<file path="config.mk">
export PLATFORM = sky130hd
export DESIGN_NAME = fsync_correlator
export DESIGN_NICKNAME = d
export VERILOG_FILES = /design/src/rtl/fsc_pkg.sv /design/src/rtl/fsc_window.sv /design/src/rtl/fsc_frame_det.sv /design/src/rtl/fsc_line_timer.sv /design/src/rtl/fsync_correlator.sv
export SDC_FILE = /design/constraint.sdc
export NUM_CORES = 1
export LEC_CHECK = 0
export ABC_AREA = 1
export BUFFER_PORTS_ARGS = -buffer_cell sky130_fd_sc_hd__buf_2
export CAP_MARGIN = 20
export CORE_MARGIN = 5
export CORE_UTILIZATION = 57
export DETAILED_ROUTE_END_ITERATION = 6
export GPL_ROUTABILITY_DRIVEN = 1
export PLACE_DENSITY = 0.77
export SLEW_MARGIN = 5
export SYNTH_ARGS = -nofsm -noshare
export SYNTH_HDL_FRONTEND = slang
export SYNTH_SLANG_ARGS = --single-unit
export TNS_END_PERCENT = 20
</file>
<file path="constraint.sdc">
create_clock -name clk -period 2.8 [get_ports clk]
set_clock_uncertainty 0.2 [all_clocks]
set_input_delay 0.56 -clock clk [delete_from_list [all_inputs] [get_ports clk]]
set_output_delay 0.56 -clock clk [all_outputs]
set_load 0.01 [all_outputs]
</file>
<file path="src/rtl/fsc_pkg.sv">
package fsc_pkg;

  // Default 64-bit frame synchronization word, first transmitted bit at MSB.
  localparam logic [63:0] FSC_DEFAULT_WORD = 64'hB5E3_1A7C_0F92_D64B;

  typedef enum logic {
    RATE_FULL = 1'b0,
    RATE_HALF = 1'b1
  } rate_e;

endpackage

</file>
<file path="src/rtl/fsc_window.sv">
module fsc_window #(
  parameter int              WIN    = 64,
  parameter int              THRESH = 61,
  parameter logic [WIN-1:0]  WORD   = fsc_pkg::FSC_DEFAULT_WORD
) (
  input  logic clk,
  input  logic rst_n,
  input  logic en_i,
  input  logic bit_i,
  output logic hit_o
);

  localparam int CNT_W = $clog2(WIN + 1);

  logic [WIN-1:0]   win_q;
  logic [WIN-1:0]   win_d;
  logic [CNT_W-1:0] agree;

  // Next window (newest bit at LSB) and its agreement count with the word.
  always_comb begin
    win_d = {win_q[WIN-2:0], bit_i};
    agree = '0;
    for (int i = 0; i < WIN; i++) begin
      agree = agree + CNT_W'(~(win_d[i] ^ WORD[i]));
    end
    hit_o = en_i && (agree >= CNT_W'(THRESH));
  end

  always_ff @(posedge clk or negedge rst_n) begin
    if (!rst_n) begin
      win_q <= '0;
    end else if (en_i) begin
      win_q <= win_d;
    end
  end

endmodule

</file>
<file path="src/rtl/fsc_frame_det.sv">
module fsc_frame_det #(
  parameter int HOLDOFF = 256
) (
  input  logic clk,
  input  logic rst_n,
  input  logic en_i,
  input  logic hit_i,
  output logic fire_o,
  output logic frame_pulse_o
);

  localparam int HOLD_W = $clog2(HOLDOFF + 1);

  logic [HOLD_W-1:0] hold_q;
  logic [HOLD_W-1:0] hold_d;
  logic              pulse_d;

  always_comb begin
    fire_o  = hit_i && (hold_q == '0);
    pulse_d = fire_o;
    hold_d  = hold_q;
    if (fire_o) begin
      hold_d = HOLD_W'(HOLDOFF);
    end else if (en_i && (hold_q != '0)) begin
      hold_d = hold_q - HOLD_W'(1);
    end
  end

  always_ff @(posedge clk or negedge rst_n) begin
    if (!rst_n) begin
      hold_q        <= '0;
      frame_pulse_o <= 1'b0;
    end else begin
      hold_q        <= hold_d;
      frame_pulse_o <= pulse_d;
    end
  end


  pulse_one_cycle_chk: assert property (@(posedge clk) disable iff (!rst_n)
    frame_pulse_o |=> !frame_pulse_o);


  holdoff_block_chk: assert property (@(posedge clk) disable iff (!rst_n)
    (hit_i && hold_q != '0) |=> !frame_pulse_o);

endmodule

</file>
<file path="src/rtl/fsc_line_timer.sv">
module fsc_line_timer #(
  parameter int LINE_BITS = 1296,
  parameter int LINES     = 625
) (
  input  logic                         clk,
  input  logic                         rst_n,
  input  logic                         en_i,
  input  logic                         fire_i,
  input  logic                         half_i,
  output logic                         line_pulse_o,
  output logic [$clog2(LINES+1)-1:0]   line_num_o
);

  localparam int BCNT_W = $clog2(LINE_BITS);
  localparam int LNUM_W = $clog2(LINES + 1);
  localparam logic [BCNT_W:0] FULL_LIM = (BCNT_W+1)'(LINE_BITS);
  localparam logic [BCNT_W:0] HALF_LIM = (BCNT_W+1)'(LINE_BITS / 2);
  localparam logic [BCNT_W:0] ONE_W    = (BCNT_W+1)'(1);

  logic [BCNT_W-1:0] bcnt_q, bcnt_d;
  logic [LNUM_W-1:0] num_q, num_d;
  logic              lp_d;
  logic [BCNT_W:0]   lim;
  logic              wrap;
  logic              locked;

  always_comb begin
    lim    = half_i ? HALF_LIM : FULL_LIM;
    wrap   = ({1'b0, bcnt_q} + ONE_W) >= lim;
    locked = (num_q != '0);
    bcnt_d = bcnt_q;
    num_d  = num_q;
    lp_d   = 1'b0;
    if (fire_i) begin
      bcnt_d = '0;
      num_d  = LNUM_W'(1);
    end else if (en_i && locked) begin
      if (wrap) begin
        bcnt_d = '0;
        lp_d   = 1'b1;
        num_d  = (num_q == LNUM_W'(LINES)) ? LNUM_W'(1) : num_q + LNUM_W'(1);
      end else begin
        bcnt_d = bcnt_q + BCNT_W'(1);
      end
    end
  end

  always_ff @(posedge clk or negedge rst_n) begin
    if (!rst_n) begin
      bcnt_q       <= '0;
      num_q        <= '0;
      line_pulse_o <= 1'b0;
    end else begin
      bcnt_q       <= bcnt_d;
      num_q        <= num_d;
      line_pulse_o <= lp_d;
    end
  end

  assign line_num_o = num_q;


  line_num_range_chk: assert property (@(posedge clk) disable iff (!rst_n)
    num_q <= LNUM_W'(LINES));


  bit_count_range_chk: assert property (@(posedge clk) disable iff (!rst_n)
    {1'b0, bcnt_q} < FULL_LIM);


  line_needs_lock_chk: assert property (@(posedge clk) disable iff (!rst_n)
    line_pulse_o |-> (num_q != '0));


  line_one_cycle_chk: assert property (@(posedge clk) disable iff (!rst_n)
    line_pulse_o |=> !line_pulse_o);

endmodule

</file>
<file path="src/rtl/fsync_correlator.sv">
module fsync_correlator #(
  parameter int             WIN       = 64,
  parameter int             THRESH    = 61,
  parameter logic [WIN-1:0] WORD      = fsc_pkg::FSC_DEFAULT_WORD,
  parameter int             HOLDOFF   = 256,
  parameter int             LINE_BITS = 1296,
  parameter int             LINES     = 625
) (
  input  logic                       clk,
  input  logic                       rst_n,
  input  logic                       bit_i,
  input  logic                       bit_en_i,
  input  logic                       half_rate_i,
  output logic                       frame_pulse_o,
  output logic                       line_pulse_o,
  output logic [$clog2(LINES+1)-1:0] line_num_o
);

  import fsc_pkg::*;

  logic [1:0] rst_sync_q;
  logic       rst_int_n;
  logic       hit;
  logic       fire;
  rate_e      rate;

  // Asynchronous assert, synchronous release.
  always_ff @(posedge clk or negedge rst_n) begin
    if (!rst_n) begin
      rst_sync_q <= 2'b00;
    end else begin
      rst_sync_q <= {rst_sync_q[0], 1'b1};
    end
  end
  assign rst_int_n = rst_sync_q[1];
  assign rate      = rate_e'(half_rate_i);

  fsc_window #(.WIN(WIN), .THRESH(THRESH), .WORD(WORD)) u_window (
    .clk   (clk),
    .rst_n (rst_int_n),
    .en_i  (bit_en_i),
    .bit_i (bit_i),
    .hit_o (hit)
  );

  fsc_frame_det #(.HOLDOFF(HOLDOFF)) u_frame_det (
    .clk           (clk),
    .rst_n         (rst_int_n),
    .en_i          (bit_en_i),
    .hit_i         (hit),
    .fire_o        (fire),
    .frame_pulse_o (frame_pulse_o)
  );

  fsc_line_timer #(.LINE_BITS(LINE_BITS), .LINES(LINES)) u_line_timer (
    .clk          (clk),
    .rst_n        (rst_int_n),
    .en_i         (bit_en_i),
    .fire_i       (fire),
    .half_i       (rate == RATE_HALF),
    .line_pulse_o (line_pulse_o),
    .line_num_o   (line_num_o)
  );


  frame_beats_line_chk: assert property (@(posedge clk) disable iff (!rst_int_n)
    frame_pulse_o |-> !line_pulse_o);


  frame_sets_line_one_chk: assert property (@(posedge clk) disable iff (!rst_int_n)
    frame_pulse_o |-> (line_num_o == ($clog2(LINES+1))'(1)));


  idle_freeze_chk: assert property (@(posedge clk) disable iff (!rst_int_n)
    !bit_en_i |=> (!frame_pulse_o && !line_pulse_o && $stable(line_num_o)));

endmodule

</file>
==> run metrics, run 1 <==
drt wl/cell=14.5 µm; worst min path class=register to async pin; crit path max fanout=5; final WL=12300 µm; CTS Buffer Depth=2; Max transition margin=60.5%; Initial DRT Pass Iterations=5; clock latency at the later pin of the worst-skew pair=0.38 ns; first-pass GRT wire length=21600 µm; most common cell after layout, fill and taps aside=inv_1; WP data arrival=6.52 ns; Reg2Reg Depth=22; Final period util=231%; Max Fclk=155 MHz; Slew @ Worst Pin=0.593 ns; Fillers=814; grt ovf=0; Yosys reg bits=97; IO Count=17; vias=4381; Final #Nets=793; endpoints failing setup=32; Post-Syn Instances=652; largest net degree at the start of global routing=52; Pins Over Slew Limit=0; startpoint class of the critical path=register; max-cap violations=0; Reg clk slew, reported paths=0.09 ns; Die X-Extent=113 µm; initial core utilization=58.6%; CTS tree=built; initial antenna violation count=0; Tot GR Track Use=21.4%; Detail Placement HPWL=9250 µm; PnR worst setup slack=-3.66 ns; vias per cell=5.17; ant diodes=0; port buffer count=16; most frequent cells in the layout=inv_1 (138), nand2_1 (114), dfrtp_1 (96); Die Span Y=113 µm; Ys Warns=0; required time of the critical path=2.87 ns; Die ar.=0.0128 mm²; DRC Markers=0; Final min period=6.46 ns; Sink Count=97; mean post-synth cell area=9.33 µm²; H-Tree Depth=3; WHS=0.134 ns; num rows=37; Post-Syn Nets=738; ANT nets after route=0; violated checks=setup timing; TritonCTS Buffers=9; CP endpoint kind=register; Root Driver=clkbuf_8; vias in the first global route=4507; fraction of layout instances using a drive strength above 1=15.6%; final hold violation count=0; GP Congestion=0.915; Setup CP Type=register to register; P&R area growth vs syn=13.5%; status=finished, violations left; Core Box Area=0.0104 mm²; Synth Cell Area=0.00608 mm²; distinct cell type count of the synthesized netlist=40; unrepaired setup endpoints after global routing=true; sequential area share after synthesis=39.9%; 1st-iter DRT viols=244
## synth_stat cells
library cell	count	area, µm²
a211oi_1	1	7.51
a21o_1	1	7.51
a21oi_1	6	30.0
a21oi_2	1	8.76
buf_1	1	3.75
buf_4	1	7.51
buf_6	3	33.8
clkbuf_1	12	45.0
conb_1	1	3.75
dfrtp_1	97	2430
fa_1	54	1080
ha_1	27	338
inv_1	139	522
inv_2	3	11.3
nand2_1	115	432
nand2_2	5	31.3
nand2_4	1	11.3
nand3_1	33	165
nand3_2	3	30.0
nand3b_1	6	45.0
nand3b_2	1	11.3
nand4_1	5	31.3
nor2_1	14	52.6
nor2_2	2	12.5
nor2_4	1	11.3
nor2_8	1	20.0
nor3_1	4	20.0
nor3_2	1	10.0
nor4_1	2	12.5
nor4_2	1	12.5
nor4b_1	1	8.76
o211ai_2	1	12.5
o21ai_0	73	365
o21ai_1	8	40.0
o21ai_2	2	17.5
o22ai_1	5	31.3
or2_1	1	6.26
or2_2	1	6.26
xnor2_1	2	17.5
xor2_1	16	140
## critical path, stage by stage (launching register included)
cell	delay [ns]
dfrtp_1	0.36
inv_1	0.07
fa_1	0.54
inv_1	0.05
fa_1	0.50
inv_1	0.07
fa_1	0.48
fa_1	0.49
inv_1	0.05
fa_1	0.47
fa_1	0.49
fa_1	0.52
fa_1	0.42
ha_2	0.20
fa_1	0.49
nor2_1	0.04
a21oi_1	0.11
nand3_1	0.09
o21ai_2	0.13
nand3b_1	0.21
buf_4	0.23
nand3_2	0.06
nand2_1	0.06
## logic make-up after synthesis
| logic type | Yosys count | share of synthesized area (%) |
|---|---|---|
| other | 1 | 0.0617 |
| DFF | 97 | 39.9 |
| and+or+nand+nor | 198 | 15.3 |
| AOI/OAI and AO/OA | 98 | 8.56 |
| xor gates and xnor gates | 18 | 2.59 |
| adders and majority gates | 81 | 23.3 |
| buffers and inverters | 159 | 10.2 |
## layout make-up
class                   instances  area, µm²  share of cell area (%)
inverters                     142        538                    7.79
clock buffers                  12        145                    2.10
flip-flops and latches         97       2430                    35.2
clock inverters                 4       76.3                    1.11
repair inverters                1       6.26                  0.0906
repair buffers                 60        438                    6.34
multi-input cells             396       3100                    44.9
well taps                     136        170                    2.47
## routing by layer
metal  vias to the layer above  track usage (%)  wire length, µm
met2                        94             34.4             5920
met3                        18             3.53              520
met4                         0             7.93              230
li1                       2125                -                -
met5                         -                0                0
met1                      2144             29.5             5600
## repair_timing
item,4_1_cts,5_1_grt
setup endpoints to repair,32,32
pin swaps,4,3
resized for setup,6,0
hold buffers,1,0
endpoints found under the hold margin,2,0
buffers inserted,0,0
cloned,1,0
## path summary, 6_finish.rpt
kind / start / endpoint / slack, ns
min in group clk: rst_sync_q[0] / rst_sync_q[1] / 0.15
setup / recovery: u_window.win_q[22] / u_line_timer.line_num_o[2] / -3.66
max in group asynchronous: rst_sync_q[1] / u_window.win_q[22] / 1.57
setup reg to reg: u_window.win_q[22] / u_line_timer.line_num_o[2] / -3.66
hold reg to reg: rst_sync_q[1] / u_window.win_q[34] / 0.13
hold / removal: rst_sync_q[1] / u_window.win_q[34] / 0.13
## flip-flops by register name, indices dropped and copies added (netlist names)
name	count
rst_sync_q	2
u_frame_det.frame_pulse_o	1
u_frame_det.hold_q	9
u_line_timer.bcnt_q	11
u_line_timer.line_num_o	10
u_line_timer.line_pulse_o	1
u_window.win_q	63
## metrics by stage
| step | setup WS [ns] | setup TNS [ns] | area [µm²] | utilization (%) | cells |
|---|---|---|---|---|---|
| 2_1_floorplan | -3.32 | -132.79 | 6130 | - | 652 |
| 3_3_place_gp | -3.55 | -111.48 | 6640 | 64.1 | 830 |
| 3_5_place_dp | -3.71 | -115.40 | 6640 | 64.1 | 830 |
| 4_1_cts | -3.62 | -114.57 | 6900 | 66.6 | 848 |
| 5_1_grt | -3.90 | -123.06 | 6900 | 66.6 | 848 |
| 6_report | -3.66 | -115.18 | 6900 | 66.6 | 848 |
Power of run 1 is left out: the tool's default activity adds up to more than one toggle a clock period on the data nets, which glitch-free logic cannot reach.
==> run 2, diff against run 1 <==
- CORE_MARGIN: 5 -> 2
- PLACE_DENSITY: 0.77 -> 0.82
==> run 2 against run 1 <==
Against the previous run:
- the run still ends with setup timing left
- die area down 10%
- sequential cell count stayed put
- first-iteration DRC count increased by 56%
- via count increased by 3.7%
- count of clock-buffer cells in the layout fell by 1
- maximum frequency shrank 0.99%
- critical path depth is 2 higher
- sequential share of layout area fell by 0.23 points
- non-clock buffer count is 1 higher
- cell count stayed put
- utilization increased by 0.73 points
- global-route usage up 3.6 points
- critical endpoint is now u_frame_det.hold_q[2]
- largest cell class unchanged
==> run metrics, run 2 (synthesized netlist as in run 1, its figures left out) <==
status=finished, violations left; violated checks=setup timing; vias per cell=5.35; clock latency at the later pin of the worst-skew pair=0.38 ns; CP endpoint kind=register; Setup CP Type=register to register; ANT nets after route=0; num rows=37; drt wl/cell=15.2 µm; CTS tree=built; Die X-Extent=107 µm; Final #Nets=793; Die Span Y=107 µm; vias in the first global route=4773; max-cap violations=0; required time of the critical path=2.85 ns; CTS Buffer Depth=2; endpoints failing setup=32; reg2reg start=u_window.win_q[34]; fraction of layout instances using a drive strength above 1=17.1%; 1st-iter DRT viols=380; P&R area growth vs syn=14.3%; WHS=0.146 ns; crit path max fanout=6; final hold violation count=0; Reg clk slew, reported paths=0.10 ns; Reg-to-Reg End=u_frame_det.hold_q[2]; Final period util=233%; Initial DRT Pass Iterations=7; most common cell after layout, fill and taps aside=inv_1; IO Count=17; Final min period=6.52 ns; Die ar.=0.0115 mm²; PnR worst setup slack=-3.72 ns; max FFs per register=63; Slew @ Worst Pin=0.622 ns; Detail Placement HPWL=9270 µm; DRC Markers=0; TritonCTS Buffers=9; initial core utilization=58.9%; grt ovf=0; Root Driver=clkbuf_8; first-pass GRT wire length=22300 µm; Max transition margin=58.5%; GP Congestion=0.880; most frequent cells in the layout=inv_1 (134), nand2_1 (110), dfrtp_1 (96); unrepaired setup endpoints after global routing=true; worst min path class=register to async pin; largest net degree at the start of global routing=101; WP data arrival=6.57 ns; Reg2Reg Depth=24; Max Fclk=153 MHz; Pins Over Slew Limit=0; Core Box Area=0.0103 mm²; initial antenna violation count=0; port buffer count=16; Top reg by flops=u_window.win_q; ant diodes=0; final WL=12900 µm; Total Neg Setup Slack=-117.14 ns; Worst R2R Setup Slack=-3.72 ns; vias=4541; startpoint class of the critical path=register; Sink Count=97; H-Tree Depth=3; Tot GR Track Use=25.0%
run 2: worst max-delay path, cell delays in order, from the launching register on:
cell and delay, ns:
dfrtp_1 0.36, inv_2 0.05, fa_1 0.52, inv_1 0.04, fa_1 0.47, inv_1 0.05
fa_1 0.51, inv_2 0.05, fa_1 0.48, inv_1 0.05, fa_1 0.49, inv_2 0.04
fa_1 0.51, fa_1 0.43, fa_1 0.45, ha_2 0.20, fa_1 0.48, nor2_1 0.04
a21oi_1 0.13, nand3_1 0.10, o21ai_2 0.18, buf_6 0.15, nand2_8 0.08, nand2_1 0.21
o22ai_1 0.11
run 2: repair_timing:
action	in CTS	in global routing
hold buffers	1	0
pin swaps	2	1
hold endpoints to repair	2	0
gates resized for setup	4	13
setup endpoints to repair	32	32
setup buffers	1	1
gates cloned	0	0
run 2: through the flow:
stage	worst slack, ns	area (µm²)	util [%]	instances
floorplan	-3.32	6130	-	652
global placement	-3.56	6650	64.4	829
detailed placement	-3.73	6650	64.4	829
CTS	-3.68	6900	66.9	847
global route	-3.91	6950	67.3	848
finish	-3.72	6950	67.3	848
run 2: cell type report:
type / count / area (µm²)
repair buffers: 61 / 462
inverters: 142 / 538
fillers: 733 / 3380
flip-flops and latches: 97 / 2430
clock inverters: 5 / 78.8
multi-input cells: 396 / 3130
clock buffers: 11 / 141
well taps: 136 / 170
run 2: per-layer routing:
metal  vias up  global-route usage, %  wire, µm
li1       2118                      -         -
met1      2267                   33.1      5500
met2       130                   41.4      6560
met3        26                   3.93       521
met4         0                   10.6       295
met5         -                      0         0
run 2: worst max path at each step:
stage / start / slack (ns) / endpoint / cells after the start
3_5_place_dp: u_window.win_q[34] / -3.73 / u_line_timer.bcnt_q[9] / 23
4_1_cts: u_window.win_q[34] / -3.68 / u_line_timer.bcnt_q[6] / 26
6_report: u_window.win_q[34] / -3.72 / u_frame_det.hold_q[2] / 24
2_1_floorplan: u_window.win_q[34] / -3.32 / u_line_timer.bcnt_q[2] / 25
5_1_grt: u_window.win_q[22] / -3.91 / u_line_timer.line_num_o[5] / 26
3_3_place_gp: u_window.win_q[43] / -3.56 / u_line_timer.bcnt_q[9] / 21
Power of run 2 is left out for the same reason.
